===== src/rtl/trig_alu_pkg.sv =====
package trig_alu_pkg;

  typedef enum logic [2:0] {
    PORT_OPND = 3'd0,
    PORT_ADD  = 3'd1,
    PORT_SUB  = 3'd2,
    PORT_AND  = 3'd3,
    PORT_OR   = 3'd4,
    PORT_XOR  = 3'd5,
    PORT_MUL  = 3'd6,
    PORT_NONE = 3'd7
  } port_e;

  typedef enum logic [2:0] {
    FOP_ADD = 3'd0,
    FOP_SUB = 3'd1,
    FOP_AND = 3'd2,
    FOP_OR  = 3'd3,
    FOP_XOR = 3'd4
  } fast_op_e;

  typedef struct packed {
    logic     opLatch;
    logic     fastGo;
    fast_op_e fastOp;
    logic     mulGo;
  } strobe_t;

endpackage


===== src/rtl/trig_alu_ctrl.sv =====
module trig_alu_ctrl
  import trig_alu_pkg::*;
(
  input  logic       clk,
  input  logic       rstN,
  input  logic       wrEn,
  input  logic [2:0] portSel,
  output strobe_t    stb
);

  always_comb begin
    stb        = '0;
    stb.fastOp = FOP_ADD;
    if (wrEn) begin
      unique case (port_e'(portSel))
        PORT_OPND: stb.opLatch = 1'b1;
        PORT_ADD:  begin stb.fastGo = 1'b1; stb.fastOp = FOP_ADD; end
        PORT_SUB:  begin stb.fastGo = 1'b1; stb.fastOp = FOP_SUB; end
        PORT_AND:  begin stb.fastGo = 1'b1; stb.fastOp = FOP_AND; end
        PORT_OR:   begin stb.fastGo = 1'b1; stb.fastOp = FOP_OR;  end
        PORT_XOR:  begin stb.fastGo = 1'b1; stb.fastOp = FOP_XOR; end
        PORT_MUL:  stb.mulGo = 1'b1;
        default:   ;
      endcase
    end
  end

  // at most one action per move; an idle cycle or port 7 triggers nothing
  assert_one_action_R9: assert property (@(posedge clk) disable iff (!rstN)
    $onehot0({stb.opLatch, stb.fastGo, stb.mulGo}));

  assert_idle_quiet_R9: assert property (@(posedge clk) disable iff (!rstN)
    (!wrEn || portSel == 3'd7) |-> (stb.opLatch == 1'b0 && stb.fastGo == 1'b0 && stb.mulGo == 1'b0));

endmodule


===== src/rtl/trig_alu_dpath.sv =====
module trig_alu_dpath
  import trig_alu_pkg::*;
#(
  parameter int WIDTH   = 16,
  parameter int MUL_LAT = 3
) (
  input  logic             clk,
  input  logic             rstN,
  input  strobe_t          stb,
  input  logic [WIDTH-1:0] wrData,
  output logic [WIDTH-1:0] result
);

  localparam int LAST = MUL_LAT - 2;

  logic [WIDTH-1:0] operandQ;
  logic [WIDTH-1:0] fastVal;
  logic [WIDTH-1:0] mulA, mulB;
  logic [WIDTH-1:0] prodQ [1:LAST];
  logic             vldQ  [0:LAST];
  logic [WIDTH-1:0] prodNext;
  logic             mulLast;

  initial begin
    if (MUL_LAT < 3) $error("MUL_LAT must be at least 3");
  end

  always_ff @(posedge clk) begin
    if (!rstN)            operandQ <= '0;
    else if (stb.opLatch) operandQ <= wrData;
  end

  always_comb begin
    unique case (stb.fastOp)
      FOP_ADD: fastVal = operandQ + wrData;
      FOP_SUB: fastVal = operandQ - wrData;
      FOP_AND: fastVal = operandQ & wrData;
      FOP_OR:  fastVal = operandQ | wrData;
      FOP_XOR: fastVal = operandQ ^ wrData;
      default: fastVal = '0;
    endcase
  end

  // multiply stage 0: capture inputs
  always_ff @(posedge clk) begin
    if (!rstN) begin
      mulA    <= '0;
      mulB    <= '0;
      vldQ[0] <= 1'b0;
    end else begin
      vldQ[0] <= stb.mulGo;
      if (stb.mulGo) begin
        mulA <= operandQ;
        mulB <= wrData;
      end
    end
  end

  assign prodNext = mulA * mulB;

  // multiply stage 1: product register
  always_ff @(posedge clk) begin
    if (!rstN) begin
      prodQ[1] <= '0;
      vldQ[1]  <= 1'b0;
    end else begin
      prodQ[1] <= prodNext;
      vldQ[1]  <= vldQ[0];
    end
  end

  // extra delay stages for MUL_LAT above three
  for (genvar s = 2; s <= LAST; s++) begin : g_delay
    always_ff @(posedge clk) begin
      if (!rstN) begin
        prodQ[s] <= '0;
        vldQ[s]  <= 1'b0;
      end else begin
        prodQ[s] <= prodQ[s-1];
        vldQ[s]  <= vldQ[s-1];
      end
    end
  end

  assign mulLast = vldQ[LAST];

  // later-triggered single-cycle op wins a shared completion slot
  always_ff @(posedge clk) begin
    if (!rstN)           result <= '0;
    else if (stb.fastGo) result <= fastVal;
    else if (mulLast)    result <= prodQ[LAST];
  end

  assert_reset_zero_R1: assert property (@(posedge clk)
    !rstN |=> (result == '0));

  assert_no_change_R2: assert property (@(posedge clk) disable iff (!rstN)
    (!stb.fastGo && !mulLast) |=> $stable(result));

  assert_add_one_cycle_R4: assert property (@(posedge clk) disable iff (!rstN)
    (stb.fastGo && stb.fastOp == FOP_ADD) |=> (result == $past(operandQ + wrData)));

  assert_sub_order_R3: assert property (@(posedge clk) disable iff (!rstN)
    (stb.fastGo && stb.fastOp == FOP_SUB) |=> (result == $past(operandQ - wrData)));

  assert_fast_wins_R8: assert property (@(posedge clk) disable iff (!rstN)
    (stb.fastGo && mulLast) |=> (result == $past(fastVal)));

  if (MUL_LAT == 3) begin : g_mul_chk
    logic [2:0] sinceRst;
    always_ff @(posedge clk) begin
      if (!rstN)              sinceRst <= '0;
      else if (sinceRst != 3'd7) sinceRst <= sinceRst + 3'd1;
    end
    assert_mul_latency_R5: assert property (@(posedge clk) disable iff (!rstN)
      (sinceRst >= 3'd3 && $past(stb.mulGo, 2) && !stb.fastGo)
      |=> (result == $past(mulA * mulB, 2)));
  end

endmodule


===== src/rtl/trig_alu_unit.sv =====
module trig_alu_unit
  import trig_alu_pkg::*;
#(
  parameter int WIDTH   = 16,
  parameter int MUL_LAT = 3
) (
  input  logic             clk,
  input  logic             rstN,
  input  logic             wrEn,
  input  logic [2:0]       portSel,
  input  logic [WIDTH-1:0] wrData,
  output logic [WIDTH-1:0] result
);

  strobe_t stb;

  trig_alu_ctrl u_ctrl (
    .clk     (clk),
    .rstN    (rstN),
    .wrEn    (wrEn),
    .portSel (portSel),
    .stb     (stb)
  );

  trig_alu_dpath #(
    .WIDTH   (WIDTH),
    .MUL_LAT (MUL_LAT)
  ) u_dpath (
    .clk    (clk),
    .rstN   (rstN),
    .stb    (stb),
    .wrData (wrData),
    .result (result)
  );

endmodule


===== config.mk =====
export PLATFORM = sky130hd
export DESIGN_NAME = trig_alu_unit
export DESIGN_NICKNAME = d
export VERILOG_FILES = /design/src/rtl/trig_alu_pkg.sv /design/src/rtl/trig_alu_ctrl.sv /design/src/rtl/trig_alu_dpath.sv /design/src/rtl/trig_alu_unit.sv
export SDC_FILE = /design/constraint.sdc
export NUM_CORES = 1
export LEC_CHECK = 0
export ABC_AREA = 1
export BUFFER_PORTS_ARGS = -buffer_cell sky130_fd_sc_hd__buf_2
export CAP_MARGIN = 20
export CORE_AREA = 2 2 152 154
export CTS_BUF_LIST = sky130_fd_sc_hd__clkbuf_8 sky130_fd_sc_hd__clkbuf_16
export DETAILED_ROUTE_END_ITERATION = 12
export DIE_AREA = 0 0 154 156
export SYNTH_ARGS = -nofsm -noshare
export SYNTH_HDL_FRONTEND = slang
export SYNTH_SLANG_ARGS = --single-unit

===== constraint.sdc =====
create_clock -name clk -period 12.1 [get_ports clk]
set_clock_uncertainty 0.15 [all_clocks]
set_input_delay 1.815 -clock clk [delete_from_list [all_inputs] [get_ports clk]]
set_output_delay 1.815 -clock clk [all_outputs]
set_load 0.005 [all_outputs]

==> results of run 1 <==
-- layout make-up --
cell class	count	area (sq um)	share of cell area
clock buffers	9	225	0.0231
repair buffers	42	223	0.0229
clock inverters	7	73.8	0.00758
inverters	288	1080	0.111
multi-input cells	892	6130	0.630
flip-flops and latches	82	1640	0.169
well taps	285	357	0.0366
-- critical path: stages (launching register included) --
cell	delay [ps]
dfxtp_1	780
nand2_1	170
fa_1	540
fa_1	580
fa_1	450
fa_1	540
inv_1	60
fa_1	490
inv_1	50
fa_1	470
inv_1	40
ha_1	340
nand2_1	80
nor3_1	200
nand3_1	120
nand4_1	110
o21ai_0	80
a21oi_1	180
-- logic make-up (layout without fill, tap and decap cells) --
kind of cell | Yosys count | count (layout) | synth area share
and+or+nand+nor | 449 | 449 | 0.200
buffers and inverters | 338 | 346 | 0.143
AOI/OAI and AO/OA | 249 | 249 | 0.148
adders and majority gates | 178 | 178 | 0.313
DFF | 82 | 82 | 0.181
xor gates and xnor gates | 16 | 16 | 0.0155
-- flip-flops by register name, summed over array words and instances, names as in the netlist --
register / flops
u_dpath.mulA: 16
u_dpath.mulB: 16
u_dpath.operandQ: 16
u_dpath.prodQ: 16
u_dpath.result: 16
u_dpath.vldQ: 2
-- power by group --
part           leakage, nW  switching, mW  internal [mW]
sequential           0.667         0.0189          0.281
combinational         4.52         0.0808         0.0418
clock                0.140          0.125          0.145
total                 5.32          0.225          0.468
-- cell usage in the layout, fill, tap and decap left out, types with 2 or more instances in the layout --
cell type / instances
nor2_2: 3
or2_2: 2
o21bai_1: 2
clkbuf_16: 9
inv_2: 3
o221ai_1: 2
o21a_1: 3
a21oi_1: 107
nand3b_1: 4
nand4_1: 8
nand2_1: 318
buf_2: 37
nor3_1: 5
inv_8: 3
a31oi_1: 15
buf_4: 5
xor2_1: 14
clkinvlp_4: 2
o31ai_1: 2
dfxtp_1: 82
o21ai_0: 99
inv_1: 283
nand3_1: 53
clkinv_1: 2
a21o_1: 2
o211ai_1: 10
xnor2_1: 2
o21ai_1: 2
fa_1: 81
ha_1: 97
nor2_1: 52
-- stage by stage --
step / util / setup WS (ps) / cells
after floorplan: - / 6980 / 1312
after global placement: 0.422 / 6720 / 1589
after detailed placement: 0.422 / 6630 / 1589
after CTS: 0.435 / 6530 / 1605
after global routing: 0.435 / 6210 / 1605
final: 0.435 / 6580 / 1605
-- routing by layer --
| metal | share of wire | up-vias | global-route usage |
|---|---|---|---|
| li1 | - | 4083 | - |
| met4 | 0.026 | 0 | 0.0583 |
| met1 | 0.47 | 3685 | 0.292 |
| met2 | 0.46 | 193 | 0.357 |
| met3 | 0.043 | 34 | 0.0242 |
| met5 | 0 | - | 0 |
-- worst max-delay path by stage --
stage | start | to | slack [ps] | cells past startpoint
2_1_floorplan | u_dpath.mulB[1] | u_dpath.prodQ[1][15] | 6980 | 21
3_3_place_gp | u_dpath.mulB[1] | u_dpath.prodQ[1][15] | 6720 | 19
3_5_place_dp | u_dpath.mulB[1] | u_dpath.prodQ[1][15] | 6630 | 19
4_1_cts | u_dpath.mulB[1] | u_dpath.prodQ[1][14] | 6530 | 17
5_1_grt | u_dpath.mulB[1] | u_dpath.prodQ[1][14] | 6210 | 17
6_report | u_dpath.mulB[1] | u_dpath.prodQ[1][14] | 6580 | 17
==> metrics.cfg, run 1 <==
[status]
status=completed

[critical_path]
worst_ep_arrival_time_ps=5630
worstRegToRegCells=17
start_kind=register
crit_fanout=17
end_kind=register
criticalPathCategory=register to register
reg2reg_slack_ps=6580
timing.rr.start=u_dpath.mulB[1]
cp.required_ps=12210
rr_endpoint=u_dpath.prodQ[1][14]

[die]
row_count=55
die_x_microns=154
core_area_sq_um=22400
die_h_microns=156
die_area_sq_um=24000
start_util=0.405
ios=38

[sta]
tightest_slew_ps=965
setup_viol=0
finalSetupTns_ps=0
fmax_mhz=181
hold_viol=0
fin_crit_sh=0.456
relSlewSlack=0.355
rsz0062_at_grt=no
maxSlewViolCount=0
hold_ws_ps=277
period_needed_ps=5520

[logic_synthesis]
synthDistinctLibCells=37
seq_area_frac_synth=0.181
synthCells=1312
syn_nets=1512
synth-async-reset-ratio=0
synth_edf_count=0
netlist_area_sq_um=9070
synth_common_cells=318 x nand2_1, 283 x inv_1, 107 x a21oi_1
syn_area_per_cell_sq_um=6.91
yosysMostFrequentCell=nand2_1
ys_seq_elements=82
synth_area_leaders=dfxtp_1 18%, fa_1 18%, ha_1 13%
ys_warn_count=0
yosys.area.top_type_share=0.181
synth_top_area_cell=dfxtp_1
ys.flop_type=dfxtp_1

[power]
total_leakage_power_nw=5.32
power_density_nw_per_um2=71.2
p_total_mw=0.693
ir_worst_vdd_v=0.0000712

[grt]
antenna_found_initial=0
track_usage=0.213
grt_pass1_vias=7943
grt_pass1_wl_microns=40800
grt_max_degree=76
gr-total-overflow=0

[clock_network]
cts_sinks=82
clock_latency_ps=340
cts.path.max_buffers=2
cts_tree=built
cts.repair.resized=0
htreeDepth=3
cts_buffers=9
cts-root-buf=clkbuf_16
clk_pin_slew_ps=70
cts_hold_buf=0
postCtsSetupBuffers=0

[detailed_routing]
ant_nets=0
drcViolationCount=0
drtPass1Iterations=5
vias=7995
routedWlPerCell_microns=15.3
drt-initial-drc-count=497
drt_wl_total_microns=24600
vias_per_cell=4.98

[layout]
final_area_sq_um=9730
n_fill_cell=2323
nNetsFinal=1515
area_delta_synth_final_pct=7.37
num_antenna_cells=0
post_route_cells_drive_above_1_share=0.0523

[worst_hold_path]
hold_path_end=u_dpath.vldQ[1]
hold_class=register to register
hp-start=u_dpath.vldQ[0]
hold_depth=2

[job]
cap_violations=0

[placed_design]
gp_congestion=0.915
placed_area_sq_um=9440
dp_hpwl_microns=19200
port_buffers=37

(Power assumes the default switching activity.)
==> inputs of run 2 (changes only) <==
clock period = 5.59 ns   (was 12.1 ns; I/O delays follow)
==> run 2 against run 1 <==
Compared with the run above:
- sequential cell count stayed put
- largest power group is now the clock network
- routed wire length is 2.2% higher
- die area is the same
- global-route usage grew 0.26 points
==> metrics.cfg, run 2 (synthesized netlist as in run 1, its figures left out) <==
[worst_hold_path]
hp-start=u_dpath.vldQ[0]
hold_class=register to register

[status]
status=completed

[grt]
gr-total-overflow=0  ; unchanged
grt_pass1_vias=7819  ; -1.6%
grt_max_degree=63  ; -17%
grt_pass1_wl_microns=41300  ; +1.2%
track_usage=0.216  ; +0.00262
antenna_found_initial=0  ; unchanged

[layout]
layout_common_cells=318 x nand2_1, 283 x inv_1, 107 x a21oi_1
area_delta_synth_final_pct=9.01
final_area_sq_um=9880  ; +1.5%
num_antenna_cells=0  ; unchanged
nNetsFinal=1530  ; +0.99%
post_route_cells_drive_above_1_share=0.0652  ; +0.0129
layout_commonest_cell=nand2_1

[die]
die_area_sq_um=24000  ; unchanged
start_util=0.405  ; unchanged
ios=38  ; unchanged
die_x_microns=154  ; unchanged
row_count=55  ; unchanged
core_area_sq_um=22400  ; unchanged
die_h_microns=156  ; unchanged

[detailed_routing]
drt_wl_total_microns=25100  ; +2.2%
drcViolationCount=0  ; unchanged
routedWlPerCell_microns=15.5  ; +1.2%
drt-initial-drc-count=617  ; +24%
drtPass1Iterations=5  ; unchanged
vias=8195  ; +2.5%
vias_per_cell=5.06  ; +1.6%
ant_nets=0  ; unchanged

[placed_design]
gp_congestion=0.978  ; +7.0%
port_buffers=37  ; unchanged
dp_hpwl_microns=20200  ; +4.9%
placed_area_sq_um=9550  ; +1.2%

[critical_path]
criticalPathCategory=register to register
crit_start=u_dpath.mulA[5]
start_kind=register
timing.rr.start=u_dpath.mulA[5]
cp.required_ps=5680  ; -6530 ps
end_kind=register
worst_ep_arrival_time_ps=5420  ; -210 ps
crit_fanout=11  ; -6

[power]
total_leakage_power_nw=5.43  ; +2.0%
power_density_nw_per_um2=160  ; +130%
ir_worst_vdd_v=0.000191  ; +170%

[clock_network]
cts_hold_buf=0  ; unchanged
clock_latency_ps=340  ; about the same
cts_buffers=9  ; unchanged
cts_sinks=82  ; unchanged
cts.path.max_buffers=2  ; unchanged
postCtsSetupBuffers=0  ; unchanged
htreeDepth=3  ; unchanged
cts_tree=built
cts-root-buf=clkbuf_16
cts.repair.resized=0  ; unchanged
clk_pin_slew_ps=70  ; about the same

[sta]
setup_viol=0  ; unchanged
relSlewSlack=0.447  ; +0.0912
fmax_mhz=188  ; +3.7%
maxSlewViolCount=0  ; unchanged
period_needed_ps=5320  ; -195 ps
hold_viol=0  ; unchanged
fin_crit_sh=0.952  ; +0.496
rsz0062_at_grt=no
finalSetupTns_ps=0  ; unchanged
tightest_slew_ps=830  ; -135 ps

[job]
cap_violations=0  ; unchanged

## run 2: path summary, 6_finish.rpt
kind                     endpoint  slack, ps  depth (start not counted)
min               u_dpath.vldQ[1]        280                          2
max          u_dpath.prodQ[1][15]        270                         21
max reg2reg  u_dpath.prodQ[1][15]        270                         21
min reg2reg       u_dpath.vldQ[1]        280                          2
## run 2: stage by stage
| stage | hold WS, ps | utilization | std cells | power [mW] | setup WS (ps) |
|---|---|---|---|---|---|
| floorplan | 240 | - | 1312 | 0.825 | 473 |
| global placement | 248 | 0.427 | 1604 | 0.927 | 326 |
| detailed placement | 251 | 0.427 | 1604 | 0.929 | 291 |
| CTS | 277 | 0.442 | 1620 | 1.59 | 255 |
| global route | 290 | 0.442 | 1620 | 1.66 | 1.72 |
| finish | 276 | 0.442 | 1620 | 1.59 | 267 |
## run 2: final cells by class
| cell class | count | area (sq um) |
|---|---|---|
| Fill cell | 2296 | 12500 |
| Multi-Input combinational cell | 892 | 6130 |
| Sequential cell | 82 | 1650 |
| Inverter | 288 | 1080 |
| Tap cell | 285 | 357 |
| Timing Repair Buffer | 57 | 335 |
| Clock buffer | 9 | 225 |
| Clock inverter | 7 | 106 |
## run 2: where the power goes
part,internal (mW),switching [mW]
Combinational,0.0948,0.184
Clock,0.399,0.265
Sequential,0.608,0.0338
Total,1.10,0.483
## run 2: metal layers
layer / share of wire / vias to the layer above / global-route usage
met4: 0.033 / 0 / 0.0725
met2: 0.46 / 209 / 0.351
li1: - / 4113 / -
met5: 0 / - / 0
met1: 0.47 / 3822 / 0.302
met3: 0.042 / 51 / 0.0197
## run 2: worst max-delay path, cell delays in order, from the launching register on
cell      delay (ps)
dfxtp_1          680
nand2_1          110
inv_1             90
fa_1             400
inv_1             80
fa_1             430
fa_1             490
fa_1             550
inv_1             50
fa_1             500
inv_1             60
fa_1             480
inv_1             40
ha_1             340
nand2_1          120
nor2_1            60
nand2_1           60
o211ai_1          80
a31oi_1          240
nand3_1          110
nand2_1           70
nor2_1            50
==> inputs of run 3 (changes only) <==
GPL_ROUTABILITY_DRIVEN = 0   (was unset)
MAX_ROUTING_LAYER = met4   (was unset)
SLEW_MARGIN = 20   (was unset)
==> run 3 against run 2 <==
Compared with the run above:
- cell area down 0.29%
- combinational power is essentially flat
- sequential power about the same
- cell count about the same
- critical path depth shrank 2
- core utilization shrank 0.13 points
- sequential cell count stayed put
- clock power down 10%
- clock-buffer cell count unchanged
- highest routed layer unchanged
- sequential share of layout area rose by 0.14 points
- non-clock buffer count is 1 lower
- first-iteration DRC count fell by 3.6%
==> metrics.cfg, run 3 (synthesized netlist as in run 1, its figures left out) <==
[power]
clkPwrFrac=0.392  ; -0.027
total_leakage_power_nw=5.41  ; -0.29%
power_density_nw_per_um2=154  ; -3.9%
pwr-share-comb=0.184  ; +0.008
sw_frac_of_total=0.328  ; +0.0234
ir_worst_vdd_v=0.000133  ; -30%
p_sw_mw=0.499  ; +3.2%
p_seq_frac=0.423  ; +0.018
internal-power_mw=1.02  ; -7.4%

[sta]
setup_viol=0  ; unchanged
maxSlewViolCount=0  ; unchanged
tightest_slew_ps=808  ; -22.0 ps
relSlewSlack=0.461  ; +0.0146
hold_viol=0  ; unchanged
setup_slack_ps=292  ; +25.5 ps
finalSetupTns_ps=0  ; unchanged
period_needed_ps=5300  ; -25.5 ps
rsz0062_at_grt=no
fin_crit_sh=0.948  ; -0.00457
fmax_mhz=189  ; +0.48%

[layout]
n_fill_cell=2309  ; +0.57%
area_delta_synth_final_pct=8.69
nNetsFinal=1529  ; -0.065%
layout_commonest_cell=nand2_1
final_area_sq_um=9850  ; -0.29%
post_route_cells_drive_above_1_share=0.0697  ; +0.00455
layout_common_cells=318 x nand2_1, 283 x inv_1, 107 x a21oi_1
num_antenna_cells=0  ; unchanged

[detailed_routing]
drtPass1Iterations=5  ; unchanged
drt-initial-drc-count=595  ; -3.6%
vias_per_cell=5.08  ; +0.49%
ant_nets=0  ; unchanged
drcViolationCount=0  ; unchanged
vias=8230  ; +0.43%
routedWlPerCell_microns=15.5  ; +0.14%
drt_wl_total_microns=25100  ; about the same

[die]
die_h_microns=156  ; unchanged
ios=38  ; unchanged
core_area_sq_um=22400  ; unchanged
start_util=0.405  ; unchanged
die_x_microns=154  ; unchanged
die_area_sq_um=24000  ; unchanged
row_count=55  ; unchanged

[grt]
antenna_found_initial=0  ; unchanged
track_usage=0.221  ; +0.00559
grt_max_degree=63  ; unchanged
grt_pass1_wl_microns=41100  ; -0.59%
grt_pass1_vias=7895  ; +0.97%
gr-total-overflow=0  ; unchanged

[critical_path]
cp_top_family=adder cells
crit_top_cell=fa_1
critPathMaxStageDelay_ps=640  ; -40 ps
end_kind=register
start_kind=register
worst_ep_arrival_time_ps=5380  ; -40 ps
crit_slowest_cell=dfxtp_1
crit_fanout=9  ; -2
cp.required_ps=5680  ; about the same
crit_buf_inv=3  ; -2
criticalPathCategory=register to register
worstPathCellList=nand2_1 > fa_1 > fa_1 > fa_1 > fa_1 > inv_1 > fa_1 > inv_1 > fa_1 > inv_1 > ha_1 > nand2_1 > nor2_1 > nand2_1 > o211ai_1 > a31oi_1 > nand3_1 > nand2_1 > nor2_1

[clock_network]
cts.repair.resized=0  ; unchanged
cts_tree=built
htreeDepth=3  ; unchanged
cts.path.max_buffers=2  ; unchanged
cts_hold_buf=0  ; unchanged
cts_buffers=9  ; unchanged
cts-root-buf=clkbuf_16
clk_pin_slew_ps=70  ; about the same
clock_latency_ps=340  ; about the same
postCtsSetupBuffers=0  ; unchanged
cts_sinks=82  ; unchanged

[worst_hold_path]
hold_class=register to register

[placed_design]
dp_slack_ps=176  ; -115 ps
port_buffers=37  ; unchanged
placed_area_sq_um=9540  ; about the same
dp_hpwl_microns=19700  ; -2.3%

[status]
status=completed

[job]
cap_violations=0  ; unchanged

[run 3: cell count changes in the layout (fill, tap and decap cells not counted), sizes merged]
cell,previous run,this run
bufinv,2,0
buf,57,56
inv,289,291
[run 3: final cells by class]
cell class	count	area, sq um	area share
clock inverter	7	76.3	0.00775
multi-input combinational	892	6130	0.622
tap	285	357	0.0362
timing repair buffer	56	328	0.0333
inverter	288	1080	0.110
sequential	82	1650	0.168
clock buffer	9	225	0.0229
[run 3: power groups by stage]
stage / Sequential [mW] / Clock [mW] / Combinational [mW]
after CTS: 0.642 / 0.604 / 0.277
after global routing: 0.646 / 0.626 / 0.316
final: 0.643 / 0.596 / 0.280
after floorplan: 0.634 / 0 / 0.191
after detailed placement: 0.655 / 0 / 0.275
after global placement: 0.655 / 0 / 0.272
[run 3: tightest hold or removal path, delay by kind of cell, from the launching register on]
kind | cells | cell delay (ps)
DFF | 1 | 310
buffers and inverters | 1 | 40
and+or+nand+nor | 1 | 50
[run 3: final timing paths]
kind / from / endpoint / slack (ps) / cells past startpoint
max reg2reg: u_dpath.mulA[8] / u_dpath.prodQ[1][15] / 290 / 19
min reg2reg: u_dpath.vldQ[0] / u_dpath.vldQ[1] / 270 / 2
max: u_dpath.mulA[8] / u_dpath.prodQ[1][15] / 290 / 19
min: u_dpath.vldQ[0] / u_dpath.vldQ[1] / 270 / 2
[run 3: through the flow]
stage               hold WS, ps  power, mW  cells   util
finish                      271       1.52   1619  0.441
global route                276       1.59   1619  0.441
CTS                         268       1.52   1619  0.440
detailed placement          251      0.929   1603  0.427
global placement            244      0.927   1603  0.427
floorplan                   240      0.825   1312      -
[run 3: layer usage]
metal / wire (microns) / global-route usage
met5: 0 / -
met4: 720 / 0.0725
met3: 957 / 0.0203
met2: 11400 / 0.356
met1: 12000 / 0.295
